[src/rtl/submag_pkg.sv]
package submag_pkg;
   typedef enum logic {
      CPL_RADIX      = 1'b0,
      CPL_DIMINISHED = 1'b1
   } cpl_mode_e;
endpackage

[src/rtl/submag_cond_inv.sv]
module submag_cond_inv #(
   parameter int W = 8
) (
   input  logic [W-1:0] din,
   input  logic         invert,
   output logic [W-1:0] dout
);
   initial begin
      assert (W >= 1) else $error("submag_cond_inv: W must be at least 1");
   end

   for (genvar i = 0; i < W; i++) begin : g_bit
      assign dout[i] = din[i] ^ invert;
   end
endmodule

[src/rtl/submag_half_add.sv]
module submag_half_add (
   input  logic a,
   input  logic b,
   output logic s,
   output logic c
);
   assign s = a ^ b;
   assign c = a & b;
endmodule

[src/rtl/submag_ripple_add.sv]
module submag_ripple_add #(
   parameter int W = 8
) (
   input  logic [W-1:0] a,
   input  logic [W-1:0] b,
   input  logic         cin,
   output logic [W-1:0] sum,
   output logic         cout
);
   localparam int CW = W + 1;

   logic [CW-1:0] chain;
   assign chain[0] = cin;

   initial begin
      assert (W >= 1) else $error("submag_ripple_add: W must be at least 1");
   end

   for (genvar i = 0; i < W; i++) begin : g_fa
      logic p_s, p_c, q_c;
      submag_half_add u_ha0 (.a(a[i]), .b(b[i]),     .s(p_s),    .c(p_c));
      submag_half_add u_ha1 (.a(p_s),  .b(chain[i]), .s(sum[i]), .c(q_c));
      assign chain[i+1] = p_c | q_c;
   end

   assign cout = chain[W];

   // The ripple chain must agree with plain integer addition (R2 / R5 carry basis).
   always_comb begin
      assert_chain_exact_R2: assert ({cout, sum} == ({1'b0, a} + {1'b0, b} + {{W{1'b0}}, cin}))
         else $error("ripple adder disagrees with arithmetic sum");
   end
endmodule

[src/rtl/submag_unit.sv]
module submag_unit #(
   parameter int WIDTH = 8
) (
   input  logic [WIDTH-1:0] minuend,
   input  logic [WIDTH-1:0] subtrahend,
   input  logic             cpl_mode,
   output logic [WIDTH-1:0] magnitude,
   output logic             neg,
   output logic             end_carry
);
   import submag_pkg::*;

   localparam int XW = WIDTH + 1;

   initial begin
      assert (WIDTH >= 2) else $error("submag_unit: WIDTH must be at least 2");
   end

   cpl_mode_e mode;
   assign mode = cpl_mode_e'(cpl_mode);

   // Stage 1: invert the subtrahend, add, and take the end carry.
   logic [WIDTH-1:0] sub_inv;
   logic [WIDTH-1:0] raw_sum;
   logic             raw_carry;
   logic             cin_first;

   assign cin_first = (mode == CPL_RADIX);

   submag_cond_inv #(.W(WIDTH)) u_inv_sub (
      .din(subtrahend), .invert(1'b1), .dout(sub_inv)
   );

   submag_ripple_add #(.W(WIDTH)) u_add_first (
      .a(minuend), .b(sub_inv), .cin(cin_first), .sum(raw_sum), .cout(raw_carry)
   );

   // Stage 2: re-complement when there was no carry, or add the end-around carry.
   logic [WIDTH-1:0] fix_in;
   logic [WIDTH-1:0] fix_sum;
   logic             fix_cout;
   logic             cin_fix;

   submag_cond_inv #(.W(WIDTH)) u_inv_fix (
      .din(raw_sum), .invert(~raw_carry), .dout(fix_in)
   );

   always_comb begin
      if (mode == CPL_RADIX) cin_fix = ~raw_carry;
      else                   cin_fix = raw_carry;
   end

   submag_ripple_add #(.W(WIDTH)) u_add_fix (
      .a(fix_in), .b({WIDTH{1'b0}}), .cin(cin_fix), .sum(fix_sum), .cout(fix_cout)
   );

   logic fix_cout_unused;
   assign fix_cout_unused = fix_cout;

   assign magnitude = fix_sum;
   assign end_carry = raw_carry;
   // In diminished-radix mode, equal operands give an all-ones sum with no carry.
   // That is a zero, so the sign is qualified by a nonzero magnitude.
   assign neg       = ~raw_carry & (|fix_sum);

   logic signed [XW:0] diff_ref;
   assign diff_ref = $signed({2'b00, minuend}) - $signed({2'b00, subtrahend});

   always_comb begin
      if (minuend >= subtrahend) begin
         assert_pos_result_R3: assert (!neg && magnitude == WIDTH'(diff_ref))
            else $error("positive difference wrong");
      end else begin
         assert_neg_result_R4: assert (neg && magnitude == WIDTH'(-diff_ref))
            else $error("negative difference wrong");
      end
      if (mode == CPL_RADIX) begin
         assert_carry_radix_R2: assert (end_carry == (minuend >= subtrahend))
            else $error("radix end carry wrong");
      end else begin
         assert_carry_dimin_R5: assert (end_carry == (minuend > subtrahend))
            else $error("diminished end carry wrong");
      end
      assert_zero_unsigned_R6: assert (!(neg && magnitude == '0))
         else $error("negative zero produced");
   end
endmodule

[config.mk]
export PLATFORM = sky130hd
export DESIGN_NAME = submag_unit
export DESIGN_NICKNAME = d
export VERILOG_FILES = /design/src/rtl/submag_pkg.sv /design/src/rtl/submag_cond_inv.sv /design/src/rtl/submag_half_add.sv /design/src/rtl/submag_ripple_add.sv /design/src/rtl/submag_unit.sv
export SDC_FILE = /design/constraint.sdc
export NUM_CORES = 1
export LEC_CHECK = 0
export BUFFER_PORTS_ARGS = -buffer_cell sky130_fd_sc_hd__buf_2
export CAP_MARGIN = 10
export CORE_AREA = 8 8 45 47
export DETAILED_ROUTE_END_ITERATION = 10
export DIE_AREA = 0 0 53 55
export GPL_ROUTABILITY_DRIVEN = 0
export PLACE_DENSITY_LB_ADDON = 0.08
export SETUP_SLACK_MARGIN = 0.1
export SLEW_MARGIN = 20
export SYNTH_ARGS = -nofsm -noshare
export SYNTH_HDL_FRONTEND = slang
export SYNTH_SLANG_ARGS = --single-unit
[constraint.sdc]
create_clock -name vclk -period 15.6
set_input_delay 4.68 -clock vclk [all_inputs]
set_output_delay 4.68 -clock vclk [all_outputs]
set_load 0.02 [all_outputs]
; ---- Word level (Yosys, flattened, before mapping)
; Index checks and enable logic that the tools add are counted.
[word_totals]
regBits = 0
latch_bits = 0
ram_bits = 0
rom_bits = 0
inputBits = 17
output_inout_bits = 10
elab_cells = 76
mem_count = 0
[classes]
n_addsub = 0
multipliers = 0
div_mod_pow = 0
order_cmp = 0
n_eq_ne = 0
n_shift = 0
n_mux = 1
n_bitwise = 74
reduce_logical = 1
[op_table]
columns = operator, count
row1 = $xor 1x1->1, 32
row2 = $and 1x1->1, 24
row3 = $not 1->1, 10
row4 = $or 1x1->1, 8
row5 = $reduce_or 8->1, 1
row6 = $mux 1, 1

; ---- Depth between registers and ports, before layout
; Gate-level depths: netlist (run 1).
[depth]
depth_word = 30
ltp_mapped = 24

; ---- Hierarchy
; Synthesis (run 1) repeated with hierarchy kept, for this count alone.
[hier_totals]
hier_cells = 74
area_unflattened_um2 = 704.4
[modules_own_cells]
columns = mod, n_inst, cells_per_inst, area_each_um2, seq_area_each_um2
row1 = submag_half_add, 32, 1, 12.5, 0.0
row2 = submag_cond_inv, 2, 9, 81.3, 0.0
row3 = submag_ripple_add, 2, 8, 50.0, 0.0
row4 = submag_unit, 1, 8, 41.3, 0.0

; ---- Least setup slack after synthesis (run 1)
; Ideal clock, no wire load.
[synth_timing]
path_kind = input-to-output
start = input port minuend[0]
end = output port neg
arrival_time_ps = 9841
required_time_ps = 10920
path_slack_ps = 1079
stages = 23
n_path_buf = 1
cell_sequence = inv_1 > fa_1 > inv_1 > fa_1 > fa_1 > fa_1 > fa_1 > fa_1 > inv_1 > fa_1 > inv_1 > fa_1 > buf_6 > xor2_1 > ha_1 > ha_1 > ha_1 > ha_1 > ha_1 > ha_1 > ha_1 > xor3_1 > a31oi_1
[synth_via]
elab_chain_len = 29
elab_cells_between_ends = 53
cone_classes = mux (1) / bitwise (51) / reduce/logical (1)
[synth_rtl]
columns = element, line_no
row1 = start: declaration, submag_unit.sv:4  ; input logic [WIDTH-1:0] minuend,
row2 = $xor 1x1->1, submag_half_add.sv:7  ; assign s = a ^ b;
row3 = $and 1x1->1, submag_half_add.sv:8  ; assign c = a & b;
row4 = $or 1x1->1 *, submag_ripple_add.sv:23  ; assign chain[i+1] = p_c | q_c;
row5 = $and 1x1->1 *, submag_half_add.sv:8
row6 = $or 1x1->1 *, submag_ripple_add.sv:23
row7 = $and 1x1->1 *, submag_half_add.sv:8
row8 = $or 1x1->1 *, submag_ripple_add.sv:23
row9 = $and 1x1->1 *, submag_half_add.sv:8
row10 = (+8 left out), n/a
row11 = $or 1x1->1 *, submag_ripple_add.sv:23
row12 = named net end_carry, submag_unit.sv:9  ; output logic end_carry
row13 = $not 1->1, "submag_unit.sv:45, submag_unit.sv:49, submag_unit.sv:64"
row14 = $xor 1x1->1 or $mux 1 (tied branches), "submag_cond_inv.sv:13, submag_unit.sv:49"
row15 = $and 1x1->1 (7 in a row), submag_half_add.sv:8
row16 = $xor 1x1->1, submag_half_add.sv:7
row17 = $reduce_or 8->1, submag_unit.sv:64  ; assign neg = ~raw_carry & (|fix_sum);
row18 = $and 1x1->1 *, submag_unit.sv:64
row19 = end: declaration, submag_unit.sv:8  ; output logic neg,
; The timed path passes the listed nets; every way through them passes the cells marked *.

; ---- Worst setup path in the final report (run 1)
[layout_timing]
start = input port minuend[0]
end = output port neg
[layout_via]
elab_chain_len = 29
elab_cells_between_ends = 53
cone_classes = mux (1) / bitwise (51) / reduce/logical (1)
[layout_rtl]
columns = element, line_no
row1 = $xor 1x1->1, submag_half_add.sv:7
row2 = $and 1x1->1, submag_half_add.sv:8
row3 = $or 1x1->1, submag_ripple_add.sv:23
row4 = $and 1x1->1, submag_half_add.sv:8
row5 = $or 1x1->1, submag_ripple_add.sv:23
row6 = $and 1x1->1, submag_half_add.sv:8
row7 = $or 1x1->1, submag_ripple_add.sv:23
row8 = $and 1x1->1, submag_half_add.sv:8
row9 = (+7 left out), n/a
row10 = $and 1x1->1, submag_half_add.sv:8
row11 = $or 1x1->1, submag_ripple_add.sv:23
row12 = $not 1->1, "submag_unit.sv:45, submag_unit.sv:49, submag_unit.sv:64"
row13 = $xor 1x1->1 or $mux 1 (tied branches), "submag_cond_inv.sv:13, submag_unit.sv:49"
row14 = $and 1x1->1 (7 in a row), submag_half_add.sv:8
row15 = $xor 1x1->1, submag_half_add.sv:7
row16 = $reduce_or 8->1, submag_unit.sv:64
row17 = $and 1x1->1 *, submag_unit.sv:64
; Mark *: on every way between the ends. The rest lies on a longest branch, timed or not.

==> results.md, run 1 <==
- The run finished with clean final reports.
- 0 antenna diodes ended up in the layout.
- The post-layout total power is 0.0460 mW.
- Tracing the worst setup path back leads to its startpoint at minuend[0].
- The endpoint kind of the worst setup timing path is an output port.
- The wire length of the first global-routing pass is ~1200 µm.
- The met3 capacity usage during global routing is less than 1%.
- The die covers between 0.002 and 0.003 mm².
- The post-route non-filler standard cell count is a little over 80.
- Yosys printed 0 warnings.
- In the routed layout, each cell is associated on average with a via count of 3.95.
- The final total negative setup slack is 0 ns.
- The number of vias in the routed layout is 324.
- The overall routing resource usage is approximately 5.0%.
- The most used routing layer is met1.
- After synthesis the cells add up to about 480 µm².
- The cell that appears most often on the critical path is sky130_fd_sc_hd__fa_1.
- The number of global-route vias before repair is about 330.
- The final-report max-slew violation count came to 0.
- After layout, the clock buffer instance count stands at 0.
- The die boundary width is around 53 µm.
- Measured along the y axis, the die boundary spans approximately 55 µm.
- The placed instance count is slightly above 80.
- Each instance of the synthesized netlist takes up on average slightly below 10 µm².
- The number of antenna violations at the first check in global routing is 0.
- The worst pin sits at a relative slew slack of approximately two thirds.
- Across the whole layout, storage elements account for 0 µm².
- The internal power is between 0.015 and 0.02 mW.
- The global-route congestion overflow total is 0.
- The number of buffer cells added on primary ports is 27.
- There are 0 flip-flops and latches.
- The fraction of the cycle the final worst path needs is a little over nine tenths.
- The library cells used most frequently in the layout, excluding fill and tap cells, are 27 x sky130_fd_sc_hd__buf_2, 12 x sky130_fd_sc_hd__inv_1, 8 x sky130_fd_sc_hd__fa_1.
- Counting every net in the synthesized netlist gives 80.
- The minimum clock period after layout is ~15 ns.
- The nature of the critical path startpoint is an input pin.
- For this run, the post-layout net count is 100.
- The sequential-to-total area share from yosys stat is 0%.
- The total count of hold-check failures in the final report was 0.
- Counting the fill cells in the layout gives around 150.
- The setup violation total in the final timing report is 0.
- The setup path with the least slack is of type input pin to output port.
- In this run, flip-flops and latches consume 0% of the power.
- Pin placement for this block handled 27 I/O pins.
- The post-CTS setup buffer count is 0.
- The number of core rows is 14.
- Of the total power, the share spent switching nets is between 50% and 60%.
- The maximum fanout along the worst path is 11.
- The post-route netlist has 40.9% of its cells at a drive strength greater than 1.
- At the pin with the least slew margin, the transition time is around 0.53 ns.
- Combinational logic burns 100.0% of the power.
- The met2 routing resource usage after global routing is approximately 7%.
- The residual antenna-violating net count after detailed routing is 0.
- After technology mapping, the gate count stands at 48.
- The count of unique library cells instantiated by Yosys is 11.
- Power spread over the standard cell area amounts to a little over 80 mW/mm².
- The tool flagged a number of max-cap violations equal to 0.
- For this block, the routed nets add up to 799 µm of wire.
- The leakage power total is about 0.33 nW.
- Across the VDD grid, the largest voltage drop is just over 20 µV.
- Summed over all nets, the switching power comes to 0.0270 mW.
- The largest stage delay on the critical path is between 0.5 and 0.6 ns.
- In the final routed layout, each cell accounts on average for around 9.7 µm.
- The gate family responsible for the most delay along the worst path is adder cells.
- The count of hold-fix buffers inserted at cts is 0.
- The detailed router finished its first iteration with 0 violations.
- The min-delay analysis places its worst path in the category input pin to output port.
- Data arrives at the worst endpoint at approximately 10 ns.
- On the critical path, the stage with the largest delay is an instance of sky130_fd_sc_hd__fa_1.
- The area of the multi-input gates is between 300 and 400 µm².
- The area of the core region is 0.00138 mm².
- The critical path contains buffers and inverters numbering 6 combined.
- The post-cts gate resize count is 0.
- Entering global routing, the biggest net connects 12 pins.
- After detailed routing, the number of remaining DRC violations is 0.
- Relative to the synthesized area, the layout overhead comes to 17.6%.
- At the worst endpoint, the required time is between 10 and 15 ns.
- Detailed placement ended at an HPWL of a little under 800 µm.
- The initial core utilization is roughly 34%.
- The library cell used most frequently in the layout, excluding fill and tap cells, is sky130_fd_sc_hd__buf_2.
- The origin of the worst min-delay path is cpl_mode.
- Setup repair after global routing left no endpoint under its margin.
- The signal on the critical path passes through buf_2 > inv_1 > fa_1 > inv_1 > fa_1 > fa_1 > fa_1 > fa_1 > fa_1 > inv_1 > fa_1 > inv_1 > fa_1 > xor2_1 > ha_1 > ha_1 > ha_1 > ha_1 > ha_1 > ha_1 > ha_1 > xor3_1 > a31oi_1 > buf_2.
- For this run, the detailed router's first-pass iteration total came to 1.
- The fmax is 67.8 MHz.
- For met1 alone, demand over resource in global routing was 8.45%.
- Measured on the finished design, the core utilization comes to between 40% and 50%.
- The part of the total power dissipated in the clock network is 0%.
==> path summary, 6_finish.rpt <==
kind | endpoint | slack [ns] | cells past startpoint
setup / recovery | neg | 0.86 | 24
hold / removal | magnitude[0] | 9.88 | 4
==> area by class of cell <==
class	count	area share (%)
Inverter	12	8.05
Multi-Input combinational cell	27	64.2
Tap cell	16	3.58
Timing Repair Buffer	27	24.2
==> power groups by stage <==
stage                     combinational [mW]  sequential [mW]  clock [mW]
after floorplan                       0.0444                0           0
after global placement                0.0473                0           0
after detailed placement              0.0468                0           0
after CTS                             0.0476                0           0
after global routing                  0.0517                0           0
final                                 0.0460                0           0
==> synthesized netlist by cell type, drive strengths merged <==
cell type | n | area share, %
a31oi | 1 | 1.3
buf | 9 | 15
fa | 8 | 34
ha | 7 | 18
inv | 12 | 9.5
nor3 | 1 | 1.1
nor4 | 1 | 1.3
xnor2 | 6 | 11
xor2 | 2 | 3.7
xor3 | 1 | 5.0
==> worst min-delay path: stages <==
cell                      delay [ns]
sky130_fd_sc_hd__buf_2          0.10
sky130_fd_sc_hd__xnor2_1        0.12
sky130_fd_sc_hd__ha_1           0.14
sky130_fd_sc_hd__buf_2          0.16
==> metal layers <==
metal | routed length [µm] | part of all wire, % | vias up
li1 | - | - | 173
met1 | 418 | 52 | 134
met2 | 287 | 36 | 17
met3 | 93 | 12 | 0
met4 | 0 | 0 | 0
met5 | 0 | 0 | -
==> through the flow <==
stage | hold WS, ns | area, µm² | worst slack [ns]
after floorplan | 9.66 | 475 | 1.08
after global placement | 9.88 | 559 | 0.807
after detailed placement | 9.89 | 559 | 0.781
after CTS | 9.89 | 559 | 0.778
after global routing | 9.93 | 559 | 0.530
final | 9.88 | 559 | 0.856
==> logic make-up (layout without fill, tap and decap cells) <==
| kind of cell | Yosys count | after routing | share of synthesized area (%) |
|---|---|---|---|
| fa+ha+maj | 15 | 15 | 52.1 |
| simple gates | 2 | 2 | 2.37 |
| xor+xnor | 9 | 9 | 19.7 |
| compound gates | 1 | 1 | 1.32 |
| buf+inv | 21 | 39 | 24.5 |
No activity file was read; power rests on OpenSTA's default activity.
==> run 2, diff against run 1 <==
--- a/config.mk
+++ b/config.mk
@@ -7,9 +7,11 @@
 export LEC_CHECK = 0
 export BUFFER_PORTS_ARGS = -buffer_cell sky130_fd_sc_hd__buf_2
 export CAP_MARGIN = 10
-export CORE_AREA = 8 8 45 47
+export CELL_PAD_IN_SITES_DETAIL_PLACEMENT = 1
+export CELL_PAD_IN_SITES_GLOBAL_PLACEMENT = 1
+export CORE_MARGIN = 8
+export CORE_UTILIZATION = 34
 export DETAILED_ROUTE_END_ITERATION = 10
-export DIE_AREA = 0 0 53 55
 export GPL_ROUTABILITY_DRIVEN = 0
 export PLACE_DENSITY_LB_ADDON = 0.08
 export SETUP_SLACK_MARGIN = 0.1
@@ -17,3 +19,4 @@
 export SYNTH_ARGS = -nofsm -noshare
 export SYNTH_HDL_FRONTEND = slang
 export SYNTH_SLANG_ARGS = --single-unit
+export TNS_END_PERCENT = 5
==> constraint.sdc (replaced) <==
create_clock -name vclk -period 14.1
set_input_delay 4.23 -clock vclk [all_inputs]
set_output_delay 4.23 -clock vclk [all_outputs]
set_load 0.02 [all_outputs]
==> run 2 against run 1 <==
Global-route usage up 1.7 points. Sequential share of layout area unchanged. Final cell count unchanged. Die area down 2.2%. Design area up 1.1%. Non-clock buffer count up 1. First-iteration DRC count unchanged. Critical path type unchanged. Largest cell class unchanged.
==> results.md, run 2 (synthesized netlist as in run 1, its figures left out) <==
- The run finished with clean final reports.
- The number of nets at the end of the flow is 101 (+1.0%).
- STA classifies the critical path startpoint as an input pin.
- The area of the core region came to 0.00130 mm² (-6.0%).
- The standard cell with the maximum stage delay on the critical path is sky130_fd_sc_hd__fa_1.
- The leakage power total came to 0.334 nW (+1.5%).
- The maximum number of pins on one net before global-route repair is 9 (-3).
- The ratio of cells with drive above 1 in the final layout came to 41.8% (+0.88 points).
- The total wire length after detailed routing was 992 µm (+24%).
- The library cells used most frequently in the layout, excluding fill and tap cells, are 27 x sky130_fd_sc_hd__buf_2, 12 x sky130_fd_sc_hd__inv_1, 8 x sky130_fd_sc_hd__fa_1.
- The number of violations of the max-capacitance limit is 0 (unchanged).
- The wire length of the first global-routing pass was 1560 µm (+26%).
- The residual antenna-violating net count after detailed routing is 0 (unchanged).
- After layout, the worst path uses 97.2% of the clock period.
- The endpoint kind of the worst setup timing path is an output port.
- The critical path goes through buf_2 > inv_1 > fa_1 > inv_1 > fa_1 > fa_1 > fa_1 > fa_1 > fa_1 > inv_1 > fa_1 > inv_1 > fa_1 > xor2_1 > ha_1 > ha_1 > ha_1 > ha_1 > ha_1 > ha_1 > ha_1 > xor3_1 > a31oi_1 > buf_2.
- The number of cells on the worst hold path is 4 (unchanged).
- The register area is 0 µm² (unchanged).
- The minimum clock period after layout is ~14 ns.
- The number of search-and-repair iterations in the first detailed-routing pass was 1 (unchanged).
- The initial core utilization is 36.5% (+2.2 points).
- The number of buffer cells added on primary ports is 27 (unchanged).
- Setup repair after global routing left no endpoint under its margin.
- The number of antenna violations at the first check in global routing is 0 (unchanged).
- The die outline area is 0.00285 mm² (-2.2%).
- The commonest non-fill, non-tap cell in the layout is sky130_fd_sc_hd__buf_2.
- The transition time at the pin with the least slew margin was 0.226 ns (-0.300 ns).
- The number of sequential cells is 0 (unchanged).
- The arrival time of data at the critical path endpoint is 9.47 ns (-0.59 ns).
- The overall routing resource usage is 6.72% (+1.7 points).
- The largest stage delay on the critical path is 0.46 ns (-0.13 ns).
- The area of the multi-input gates is 359 µm² (unchanged).
- The number of core rows is 13 (-1).
- The worst hold endpoint is magnitude[0].
- The number of vias in the routed layout is 352 (+8.6%).
- The post-place setup slack is 0.346 ns (-0.435 ns).
- The setup violation total in the final timing report is 0 (unchanged).
- The global-route congestion overflow total is 0 (unchanged).
- The top-level I/O count is 27 (unchanged).
- The remaining max-slew budget at the tightest pin is 84.8% (+20 points).
- The count of inserted antenna diode cells is 0 (unchanged).
- The number of global-route vias before repair came to 377 (+15%).
- The final total negative setup slack came to 0 ns (unchanged).
- The violation count after the first detailed-route iteration is 0 (unchanged).
- The post-route non-filler standard cell count is 82 (unchanged).
- The power density over the cells is 93.3 mW/mm² (+13%).
- The worst hold slack is 8.98 ns (-0.895 ns).
- The post-cts gate resize count came to 0 (unchanged).
- The final routed wire length divided by cell count is 12.1 µm (+24%).
- The post-CTS setup buffer count is 0 (unchanged).
- The required time at the worst-slack endpoint is 9.87 ns (-1.05 ns).
- The maximum fanout along the worst path is 4 (-7).
- By instance count, the cell type seen most on the critical path is sky130_fd_sc_hd__fa_1.
- The remaining routing DRC violations was 0 (unchanged).
- The count of hold-fix buffers inserted at cts is 0 (unchanged).
- The worst supply voltage drop on vdd is 24.4 µV (+18%).
- The origin of the worst min-delay path is cpl_mode.
- The placed instance count is 82 (unchanged).
- The chip height is 53.4 µm (-2.9%).
- The half-perimeter wire length after detailed placement is 985 µm (+26%).
- Relative to the synthesized area, the layout overhead comes to 18.9%.
- The path class of the tightest hold or removal check is input pin to output port.
- The critical path starts at minuend[0].
- The critical path in this run is classified as input pin to output port.
- The final-report max-slew violation count is 0 (unchanged).
- The die boundary width is 53.4 µm (+0.75%).
- The smallest setup slack after layout is 0.396 ns (-0.459 ns).
- The clock tree buffer count of the final layout is 0 (unchanged).
- The average via count per standard cell is 4.29 (+8.6%).
- The total count of hold-check failures in the final report was 0 (unchanged).
- The final-layout fill cell count is 170 (+16%).
- The fmax is approximately 73 MHz.
[run 2: cell count changes in the layout (fill, tap and decap cells not counted), sizes merged]
cell  delta
buf      +1
[run 2: worst max-delay path: cells and delay by family]
kind | cells | cell delay (ns)
compound gates | 1 | 0.14
xor+xnor | 2 | 0.59
fa+ha+maj | 15 | 3.99
buf+inv | 6 | 0.51
[run 2: where the power goes]
group | switching, mW | internal (mW) | total (mW) | leakage (nW)
Combinational | 0.0311 | 0.0217 | 0.0527 | 0.334
Sequential | 0 | 0 | 0 | 0
Clock | 0 | 0 | 0 | 0
[run 2: layout make-up]
cell class                 count  area share (%)
inverter                      12            7.96
multi-input combinational     27            63.5
tap                           15            3.32
timing repair buffer          28            25.2
[run 2: how the worst max path moves through the flow]
stage / end / slack [ns] / cells after the start
2_1_floorplan: neg / 0.48 / 23
3_3_place_gp: neg / 0.43 / 24
3_5_place_dp: neg / 0.35 / 24
4_1_cts: neg / 0.35 / 24
5_1_grt: neg / 0.11 / 24
6_report: neg / 0.40 / 24
[run 2: per-layer routing]
metal	part of all wire, %	routed length [µm]	global-route usage (%)	up-vias
li1	-	-	-	174
met1	42	417	8.25	162
met2	46	458	12.7	16
met3	12	116	0.840	0
met4	0	0	0	0
met5	0	0	0	-
[run 2: stage by stage]
| stage | area [µm²] | utilization (%) | power [mW] |
|---|---|---|---|
| final | 566 | 43.5 | 0.0527 |
| after CTS | 566 | 43.5 | 0.0541 |
| after global placement | 566 | 43.5 | 0.0528 |
| after detailed placement | 566 | 43.5 | 0.0533 |
| after global routing | 566 | 43.5 | 0.0581 |
| after floorplan | 475 | - | 0.0492 |
